### src/rtl/spi_prog_pkg.sv
package spi_prog_pkg;

  localparam logic [7:0] OP_SYS   = 8'hAC;
  localparam logic [7:0] SUB_EN   = 8'h53;
  localparam logic [7:0] SUB_ERA  = 8'h80;
  localparam logic [7:0] OP_FWR   = 8'h40;
  localparam logic [7:0] OP_EWR   = 8'hC0;
  localparam logic [7:0] OP_FRD   = 8'h20;
  localparam logic [7:0] OP_ERD   = 8'hA0;
  localparam logic [7:0] OP_POLL  = 8'hF0;

  typedef enum logic [2:0] {
    CMD_NONE,
    CMD_ENABLE,
    CMD_ERASE,
    CMD_FWR,
    CMD_EWR,
    CMD_FRD,
    CMD_ERD,
    CMD_POLL
  } cmd_e;

  function automatic cmd_e decode_cmd(logic [7:0] op, logic [7:0] sub);
    cmd_e c;
    case (op)
      OP_SYS:  c = (sub == SUB_EN) ? CMD_ENABLE :
                   (sub == SUB_ERA) ? CMD_ERASE : CMD_NONE;
      OP_FWR:  c = CMD_FWR;
      OP_EWR:  c = CMD_EWR;
      OP_FRD:  c = CMD_FRD;
      OP_ERD:  c = CMD_ERD;
      OP_POLL: c = CMD_POLL;
      default: c = CMD_NONE;
    endcase
    return c;
  endfunction

endpackage

### src/rtl/spi_prog_sync.sv
module spi_prog_sync #(
  parameter int             W       = 1,
  parameter logic [W-1:0]   RST_VAL = '0
) (
  input  logic         clk,
  input  logic         rst_n,
  input  logic [W-1:0] d_i,
  output logic [W-1:0] q_o
);

  logic [W-1:0] meta_q;
  logic [W-1:0] sync_q;

  always_ff @(posedge clk or negedge rst_n) begin
    if (!rst_n) begin
      meta_q <= RST_VAL;
      sync_q <= RST_VAL;
    end else begin
      meta_q <= d_i;
      sync_q <= meta_q;
    end
  end

  assign q_o = sync_q;

endmodule

### src/rtl/spi_prog_phase_filt.sv
module spi_prog_phase_filt #(
  parameter int MIN_PHASE = 3,
  parameter int CNT_W     = $clog2(MIN_PHASE + 1)
) (
  input  logic clk,
  input  logic rst_n,
  input  logic lvl_i,
  output logic lvl_o,
  output logic rise_o,
  output logic fall_o
);

  logic             lvl_q, lvl_n;
  logic [CNT_W-1:0] cnt_q, cnt_n;
  logic             flip;

  always_comb begin
    lvl_n = lvl_q;
    cnt_n = '0;
    flip  = 1'b0;
    if (lvl_i != lvl_q) begin
      if (cnt_q == CNT_W'(MIN_PHASE - 1)) begin
        flip  = 1'b1;
        lvl_n = lvl_i;
      end else begin
        cnt_n = cnt_q + 1'b1;
      end
    end
  end

  always_ff @(posedge clk or negedge rst_n) begin
    if (!rst_n) begin
      lvl_q <= 1'b0;
      cnt_q <= '0;
    end else begin
      lvl_q <= lvl_n;
      cnt_q <= cnt_n;
    end
  end

  assign lvl_o  = lvl_q;
  assign rise_o = flip & lvl_i;
  assign fall_o = flip & ~lvl_i;

endmodule

### src/rtl/spi_prog_mem.sv
module spi_prog_mem #(
  parameter int DEPTH     = 16,
  parameter bit AND_WRITE = 1'b0,
  parameter int AW        = $clog2(DEPTH)
) (
  input  logic          clk,
  input  logic          rst_n,
  input  logic          erase_i,
  input  logic          we_i,
  input  logic [AW-1:0] addr_i,
  input  logic [7:0]    wdata_i,
  output logic [7:0]    rdata_o
);

  logic [7:0] mem_q [DEPTH];
  logic [7:0] wr_val;

  assign rdata_o = mem_q[addr_i];

  generate
    if (AND_WRITE) begin : g_clear_only
      assign wr_val = mem_q[addr_i] & wdata_i;
    end else begin : g_auto_erase
      assign wr_val = wdata_i;
    end
  endgenerate

  for (genvar gi = 0; gi < DEPTH; gi++) begin : g_cell
    logic [7:0] cell_n;
    logic       cell_en;

    always_comb begin
      cell_en = erase_i | (we_i && (addr_i == AW'(gi)));
      cell_n  = erase_i ? 8'hFF : wr_val;
    end

    always_ff @(posedge clk or negedge rst_n) begin
      if (!rst_n) begin
        mem_q[gi] <= 8'hFF;
      end else if (cell_en) begin
        mem_q[gi] <= cell_n;
      end
    end
  end

endmodule

### src/rtl/spi_prog_target.sv
module spi_prog_target
  import spi_prog_pkg::*;
#(
  parameter int FLASH_DEPTH = 16,
  parameter int EE_DEPTH    = 8,
  parameter int BUSY_CYCLES = 1000,
  parameter bit FAST_CLK    = 1'b0
) (
  input  logic clk,
  input  logic rst_n,
  input  logic prog_rst_i,
  input  logic sck_i,
  input  logic mosi_i,
  output logic miso_o
);

  localparam int MIN_PHASE = FAST_CLK ? 4 : 3;
  localparam int FLASH_AW  = $clog2(FLASH_DEPTH);
  localparam int EE_AW     = $clog2(EE_DEPTH);
  localparam int BUSY_W    = $clog2(BUSY_CYCLES + 1);

  // synchronized inputs
  logic [2:0] in_s;
  logic       rst_s, sck_s, mosi_s, active;

  spi_prog_sync #(.W(3), .RST_VAL(3'b100)) u_sync (
    .clk   (clk),
    .rst_n (rst_n),
    .d_i   ({prog_rst_i, sck_i, mosi_i}),
    .q_o   (in_s)
  );

  assign rst_s  = in_s[2];
  assign sck_s  = in_s[1];
  assign mosi_s = in_s[0];
  assign active = ~rst_s;

  logic sck_f, sck_rise, sck_fall;

  spi_prog_phase_filt #(.MIN_PHASE(MIN_PHASE)) u_filt (
    .clk    (clk),
    .rst_n  (rst_n),
    .lvl_i  (sck_s),
    .lvl_o  (sck_f),
    .rise_o (sck_rise),
    .fall_o (sck_fall)
  );

  // state
  logic [2:0]        bit_cnt_q, bit_cnt_n;
  logic [1:0]        byte_cnt_q, byte_cnt_n;
  logic [7:0]        rx_q, rx_n;
  logic [7:0]        hist_q [3];
  logic [7:0]        hist_n [3];
  logic [7:0]        tx_q, tx_n;
  logic              en_q, en_n;
  logic [BUSY_W-1:0] busy_q, busy_n;

  logic       busy;
  logic [7:0] byte_full;
  logic [7:0] out_byte;
  logic [7:0] flash_rd, ee_rd;
  logic       commit, ok_wr;
  logic       flash_we, ee_we, erase;
  cmd_e       cmd;

  assign busy      = (busy_q != '0);
  assign cmd       = decode_cmd(hist_q[0], hist_q[1]);
  assign byte_full = {rx_q[6:0], mosi_s};
  assign commit    = active && sck_rise && (bit_cnt_q == 3'd7) && (byte_cnt_q == 2'd3);
  assign ok_wr     = en_q && !busy;
  assign erase     = commit && ok_wr && (cmd == CMD_ERASE);
  assign flash_we  = commit && ok_wr && (cmd == CMD_FWR);
  assign ee_we     = commit && ok_wr && (cmd == CMD_EWR);

  spi_prog_mem #(.DEPTH(FLASH_DEPTH), .AND_WRITE(1'b1)) u_flash (
    .clk     (clk),
    .rst_n   (rst_n),
    .erase_i (erase),
    .we_i    (flash_we),
    .addr_i  (hist_q[2][FLASH_AW-1:0]),
    .wdata_i (byte_full),
    .rdata_o (flash_rd)
  );

  spi_prog_mem #(.DEPTH(EE_DEPTH), .AND_WRITE(1'b0)) u_ee (
    .clk     (clk),
    .rst_n   (rst_n),
    .erase_i (erase),
    .we_i    (ee_we),
    .addr_i  (hist_q[2][EE_AW-1:0]),
    .wdata_i (byte_full),
    .rdata_o (ee_rd)
  );

  // reply byte selected for the byte about to be shifted out
  always_comb begin
    out_byte = 8'h00;
    case (byte_cnt_q)
      2'd0: out_byte = 8'h00;
      2'd1: out_byte = hist_q[0];
      2'd2: out_byte = hist_q[1];
      default: begin
        out_byte = hist_q[2];
        if (en_q) begin
          if (cmd == CMD_FRD)       out_byte = flash_rd;
          else if (cmd == CMD_ERD)  out_byte = ee_rd;
          else if (cmd == CMD_POLL) out_byte = {7'd0, busy};
        end
      end
    endcase
  end

  always_comb begin
    bit_cnt_n  = bit_cnt_q;
    byte_cnt_n = byte_cnt_q;
    rx_n       = rx_q;
    hist_n     = hist_q;
    tx_n       = tx_q;
    en_n       = en_q;
    busy_n     = busy ? busy_q - 1'b1 : busy_q;

    if (!active) begin
      bit_cnt_n  = '0;
      byte_cnt_n = '0;
      rx_n       = '0;
      tx_n       = '0;
      en_n       = 1'b0;
    end else begin
      if (sck_rise) begin
        rx_n      = byte_full;
        bit_cnt_n = bit_cnt_q + 1'b1;
        if (bit_cnt_q == 3'd7) begin
          byte_cnt_n = byte_cnt_q + 1'b1;
          if (byte_cnt_q != 2'd3) begin
            hist_n[byte_cnt_q] = byte_full;
          end
        end
      end
      if (sck_fall) begin
        tx_n = (bit_cnt_q == 3'd0) ? out_byte : {tx_q[6:0], 1'b0};
      end
      if (commit && (cmd == CMD_ENABLE)) begin
        en_n = 1'b1;
      end
      if (erase || flash_we || ee_we) begin
        busy_n = BUSY_W'(BUSY_CYCLES);
      end
    end
  end

  always_ff @(posedge clk or negedge rst_n) begin
    if (!rst_n) begin
      bit_cnt_q  <= '0;
      byte_cnt_q <= '0;
      rx_q       <= '0;
      hist_q[0]  <= '0;
      hist_q[1]  <= '0;
      hist_q[2]  <= '0;
      tx_q       <= '0;
      en_q       <= 1'b0;
      busy_q     <= '0;
    end else begin
      bit_cnt_q  <= bit_cnt_n;
      byte_cnt_q <= byte_cnt_n;
      rx_q       <= rx_n;
      hist_q     <= hist_n;
      tx_q       <= tx_n;
      en_q       <= en_n;
      busy_q     <= busy_n;
    end
  end

  assign miso_o = tx_q[7];

endmodule

### config.mk
export PLATFORM = sky130hd
export DESIGN_NAME = spi_prog_target
export DESIGN_NICKNAME = d
export VERILOG_FILES = /design/src/rtl/spi_prog_pkg.sv /design/src/rtl/spi_prog_sync.sv /design/src/rtl/spi_prog_phase_filt.sv /design/src/rtl/spi_prog_mem.sv /design/src/rtl/spi_prog_target.sv
export SDC_FILE = /design/constraint.sdc
export NUM_CORES = 1
export LEC_CHECK = 0
export CAP_MARGIN = 25
export CORE_UTILIZATION = 25
export DETAILED_ROUTE_END_ITERATION = 10
export SLEW_MARGIN = 20
export SYNTH_ARGS = -nofsm -noshare
export SYNTH_HDL_FRONTEND = slang
export SYNTH_SLANG_ARGS = --single-unit
### constraint.sdc
create_clock -name clk -period 2.5 [get_ports clk]
set_input_delay 0.5 -clock clk [delete_from_list [all_inputs] [get_ports clk]]
set_output_delay 0.5 -clock clk [all_outputs]
set_load 0.01 [all_outputs]
---- Word-level counts from Yosys, hierarchy flattened ----
Index checks and enable logic that the tools add are counted.
word-level totals
  register bits after elaboration ......... 256
  latch bits .............................. 0
  RAM bits ................................ 0
  bits in read-only memories .............. 0
  input bits .............................. 5
  output and inout port bits .............. 1
  word-level logic and storage cells ...... 208
  memories kept ........................... 0
operators by class
  $add $sub $neg .......................... 4
  $mul .................................... 0
  divide/modulo/power cells ............... 0
  $lt $le $gt $ge ......................... 4
  eq/ne operators ......................... 44
  shift-type cells ........................ 0
  muxes and demuxes ....................... 38
  bitwise logic cells ..................... 32
  reduce and logical (&&, ||, !) cells .... 49
operator list
  cell                   count
  $mux 8                 14
  $eq 8x8->1 const B     5
  $logic_and 1x1->1      34
  $bmux 8 s4             1
  $eq 4x4->1 const B     8
  $mux 10                3
  $eq 3x3->1 const B     9
  $bmux 8 s3             1
  $bwmux 24              1
  $or 1x1->1             24
  $pmux 8 s3             1
  $pmux 3 s6             1
  $demux 8 s2            1
  $eq 4x3->1 const B     4
  $eq 8x7->1 const B     2
  $mux 2                 7
  $mux 7                 2
  $eq 3x2->1 const B     4
  $reduce_bool 10->1     1
  $sub 10x1->10 const B  1
  $and 8x8->8            1
  $eq 4x2->1 const B     2
  $eq 8x6->1 const B     1
  $reduce_bool 2->1      4
  other kinds (26)       39

---- Logic depth before layout (Yosys ltp) ----
  depth after elaboration ................. 13
  gate-level depth with buffers ........... 10
  depth with buffers taken out ............ 8

---- Hierarchy ----
Synthesis repeated with hierarchy kept, for this count alone.
second synthesis, totals
  cell total of the unflattened synthesis .. 1210
  area total of the unflattened synthesis .. 13755.7 um^2
modules (own cells, without submodules)
  module                   times used  cells each  area each (um^2)  sequential area each (um^2)
  spi_prog_mem at u_flash  1           587         6854.1            3363.2
  spi_prog_mem at u_ee     1           284         3392.0            1681.6
  spi_prog_target          1           323         3216.8            1376.3
  spi_prog_sync            1           6           152.6             152.6
  spi_prog_phase_filt      1           10          140.1             75.1

---- Worst setup path after synthesis ----
OpenSTA, ideal clock, no wires.
  path kind ............................... register to register
  from .................................... register busy_q[0]
  to ...................................... register u_ee.mem_q[25] (netlist bit)
  library setup time ...................... 0.090 ns
  data arrival time ....................... 2.380 ns
  data required time ...................... 2.410 ns
  path slack .............................. 0.029 ns
  cell stages (with the launch flop) ...... 11
  buffers on the path ..................... 2
  clock period less this slack ............ 2.471 ns
  cells stage by stage .................... dfrtp_1 > inv_1 > ha_1 > nor3b_2 > nand4bb_2 > or4b_1 > buf_6 > or3_1 > buf_6 > mux2i_1 > nand2_1
on the way
  longest elaborated chain between the ends .. 7
  elaborated cells on any way between the ends .. 9
  classes of those cells .................. mux (1); bitwise (1); reduce/logical (7)
ends and longest elaborated chain
  what                            line                                          source
  start: declaration              spi_prog_target.sv:57                         logic [BUSY_W-1:0] busy_q, busy_n;
  start signal: assignment        spi_prog_target.sv:170                        busy_q <= busy_n;
  $reduce_bool 10->1 (*)          spi_prog_target.sv:67                         assign busy = (busy_q != '0);
  $logic_not 1->1 (*)             spi_prog_target.sv:71                         assign ok_wr = en_q && !busy;
  $logic_and 1x1->1 (*)           spi_prog_target.sv:71
  $logic_and 1x1->1 (*)           spi_prog_target.sv:72, spi_prog_target.sv:74
  $logic_and 1x1->1               spi_prog_target.sv:74                         assign ee_we = commit && ok_wr && (cmd == CMD_EWR);
  $logic_and 1x1->1               spi_prog_mem.sv:33                            cell_en = erase_i | (we_i && (addr_i == AW'(gi)));
  $or 1x1->1                      spi_prog_mem.sv:33
  end signal: indexed assignment  spi_prog_mem.sv:41                            mem_q[gi] <= cell_n;
  end: declaration                spi_prog_mem.sv:15                            logic [7:0] mem_q [DEPTH];
Mark *: on every way between the ends. The rest lies on a longest branch, timed or not.
A chain may end at the register's enable or synchronous reset.

---- Final worst setup path ----
  from .................................... register busy_q[1]
  to ...................................... register u_ee.mem_q[38] (netlist bit)
The elaborated chain is that of the path after synthesis.

==> flow_summary.json <==
{
  "yosysSeqAreaShare_pct": 52.98,
  "drv_cap": 0,
  "cts_buffers": 28,
  "layout_min_cycle_time_ps": 2423,
  "hold_class": "register to register",
  "yosysUniqueCellTypes": 64,
  "arrival_ps": 2880,
  "wirelength_um": 32960,
  "cp-start-kind": "register",
  "n_fill_cell": 5026,
  "path_buf_inv": 3,
  "placed_cells": 1830,
  "rsz0062_at_grt": "yes",
  "dp_hpwl_um": 22770,
  "grt_pass1_wl_um": 52930,
  "io_pins": 6,
  "drive_gt1_share_pct": 40.64,
  "async_flop_share_pct": 100.0,
  "end_kind": "register",
  "tightest_slew_ps": 867.0,
  "grt_pass1_vias": 9219,
  "max_freq_ghz": 0.4126,
  "htree_levels": 1,
  "cp_top_family": "simple AND/OR/NAND/NOR gates",
  "final_nets": 1211,
  "dr.pass1.iters": 5,
  "drv_slew": 0,
  "layout_worst_path_cycle_share_pct": 96.94,
  "multi_input_area_um2": 5630,
  "finalSetupViolCount": 0,
  "num_rows": 81,
  "yosysWarningCount": 0,
  "reg2reg_depth": 10,
  "gp_congestion": 0.8604,
  "overflow": 0,
  "die_w_um": 226.1,
  "synth_nets": 1111,
  "leakage_uw": 0.006493,
  "drtIter0Drc": 711,
  "grt_usage_pct": 13.10,
  "route.vias.total": 8997,
  "root_buffer": "clkbuf_16",
  "slew_headroom_pct": 42.20,
  "crit_fanout": 8,
  "path_class": "register to register",
  "cp_slowest_cell": "or4b_4",
  "cp-startpoint": "busy_q[1]",
  "hold_viol": 0,
  "reg2reg_slack_ps": 80,
  "peakVddDrop_uv": 337.3,
  "clk_latency_ps": 540,
  "crit_required_ps": 2960,
  "area_growth_pct": 21.99,
  "cts.clk_slew.worst_paths_ps": 60,
  "skew_ps": 9.887,
  "num_antenna_cells": 0,
  "setup_tns_ps": 0,
  "power_density_nw_per_um2": 551.1,
  "ys_seq_elements": 256,
  "worstPathCellList": "inv_1 > ha_1 > nor3b_4 > nand4bb_2 > or4b_4 > buf_6 > nor3_4 > buf_12 > mux2i_1 > nand2_1",
  "synthesis.area_per_instance_um2": 11.43,
  "dieArea_um2": 51100,
  "regToRegStartpoint": "busy_q[1]",
  "viasPerCell": 4.781,
  "core-area_um2": 49250,
  "wl_per_cell_um": 17.51,
  "clock_sinks": 256,
  "synth_area_um2": 12550,
  "grt_max_degree": 69,
  "die_y_um": 226.1,
  "drcViolationCount": 0,
  "port_buffers": 5,
  "worstSetupEndpoint": "u_ee.mem_q[38]",
  "seq_area_um2": 6654,
  "clock_path_buffers": 3,
  "cts_tree": "done",
  "antenna_found_initial": 0,
  "synthCells": 1098,
  "synth_edf_count": 0,
  "initial_utilization_pct": 25.48,
  "critPathMaxStageDelay_ps": 590,
  "crit_cells": 10,
  "stdcell_count": 1882,
  "drtAntennaViolNets": 0,
  "timing.rr.end": "u_ee.mem_q[38]",
  "status": "completed",
  "synth-main-ff-cell": "dfstp_2"
}
sequential cells by signal, summed over array words and instances (netlist names):
signal	count
u_filt.lvl_o	1
bit_cnt_q	3
u_ee.mem_q	64
hist_q	24
u_flash.mem_q	128
en_q	1
u_sync.q_o	3
u_sync.meta_q	3
rx_q	7
busy_q	10
tx_q	8
u_filt.cnt_q	2
byte_cnt_q	2
layout by cell type (no fill, tap or decap), types with 5 or more instances in the layout:
| cell | count |
|---|---|
| a211oi_1 | 8 |
| a211oi_2 | 12 |
| a21oi_1 | 137 |
| a221oi_1 | 10 |
| a22o_1 | 21 |
| a22oi_1 | 8 |
| buf_12 | 16 |
| buf_4 | 103 |
| buf_6 | 9 |
| clkbuf_1 | 5 |
| clkbuf_16 | 29 |
| clkbuf_8 | 8 |
| clkinv_2 | 7 |
| dfrtp_1 | 60 |
| dfstp_2 | 194 |
| ha_1 | 8 |
| inv_1 | 9 |
| mux2_2 | 29 |
| mux2i_1 | 71 |
| mux4_2 | 46 |
| nand2_1 | 112 |
| nand2b_1 | 6 |
| nand3_1 | 5 |
| nor2_1 | 164 |
| nor2b_1 | 12 |
| nor3_1 | 6 |
| nor3_2 | 5 |
| o21ai_0 | 13 |
| o22ai_1 | 7 |
| o31ai_1 | 9 |
| or3_1 | 5 |
stage by stage:
step	hold slack [ps]	total power (µW)	utilization [%]	area, µm²	setup slack (ps)
2_1_floorplan	204.4	4346	-	12550	29.47
3_3_place_gp	341.7	4487	28.95	14260	-23.19
3_5_place_dp	340.2	4493	28.95	14260	-72.20
4_1_cts	353.7	8561	30.80	15170	0.8442
5_1_grt	357.7	8748	31.08	15310	-112.0
6_report	347.1	8437	31.08	15310	76.62
worst register-to-register path: stages, from the launching register on:
cell and delay [ps]:
dfrtp_1 380, inv_1 60, ha_1 160, nor3b_4 210, nand4bb_2 150, or4b_4 590
buf_6 170, nor3_4 200, buf_12 160, mux2i_1 190, nand2_1 70
layer usage:
layer / vias up / global-route usage [%] / wire length (µm) / share of wire (%)
li1: 4147 / - / - / -
met1: 4568 / 17.87 / 14660 / 44
met2: 236 / 21.46 / 15760 / 48
met3: 46 / 2.069 / 1820 / 5.5
met4: 0 / 3.553 / 712 / 2.2
met5: - / 0 / 0 / 0
report_power, final:
part,internal [µW],switching (µW)
logic,70.1,135
clock network,2340,1670
registers,4190,34.7
total,6600,1840
cell usage after synthesis (7+ instances only):
cell | count | area (µm²)
buf_6 | 8 | 90.09
dfstp_2 | 194 | 5097
a221oi_1 | 14 | 122.6
nand2_1 | 112 | 420.4
ha_1 | 8 | 100.1
clkbuf_1 | 26 | 97.59
o22ai_1 | 7 | 43.79
mux2i_1 | 75 | 750.7
inv_1 | 9 | 33.78
a21oi_1 | 137 | 685.7
mux2_2 | 29 | 326.6
o31ai_1 | 9 | 67.56
dfrtp_1 | 62 | 1551
buf_1 | 7 | 26.28
nor2_1 | 164 | 615.6
a22oi_1 | 8 | 60.06
mux4_2 | 46 | 1036
nor2b_1 | 16 | 100.1
a211oi_1 | 9 | 67.56
buf_2 | 21 | 105.1
a211oi_2 | 11 | 137.6
o21ai_0 | 15 | 75.07
a22o_1 | 21 | 183.9
how the worst min path moves through the flow:
stage                                   to        startpoint  cells past startpoint
after floorplan               bit_cnt_q[0]             rst_n                      0
after global placement       u_sync.q_o[0]  u_sync.meta_q[0]                      0
after detailed placement     u_sync.q_o[1]  u_sync.meta_q[1]                      0
after CTS                    u_sync.q_o[0]  u_sync.meta_q[0]                      0
after global routing      u_sync.meta_q[2]        prog_rst_i                      1
final                        u_sync.q_o[0]  u_sync.meta_q[0]                      0
layout make-up:
class	instances	share of cell area, %
Clock buffer	42	5.582
Clock inverter	8	0.2534
Inverter	11	0.2697
Multi-Input combinational cell	767	36.78
Sequential cell	256	43.46
Tap cell	664	5.427
Timing Repair Buffer	134	8.230
cell families (layout without fill, tap and decap cells):
group / Yosys count / count (layout) / synth area share (%)
and+or+nand+nor: 360 / 360 / 13.70
DFF: 256 / 256 / 52.98
xor gates and xnor gates: 6 / 6 / 0.4187
adders and majority gates: 8 / 8 / 0.7976
muxes: 150 / 150 / 16.84
buffers and inverters: 75 / 195 / 2.991
AOI/OAI and AO/OA: 243 / 243 / 12.27
what timing repair did:
item / CTS / global route
resized for setup: 3 / 31
buffers inserted: 0 / 2
endpoints found under the hold margin: 18 / 0
setup endpoints to repair: 33 / 188
pin swaps: 0 / 2
hold buffers: 1 / 0
No activity file was read; power rests on OpenSTA's default activity.
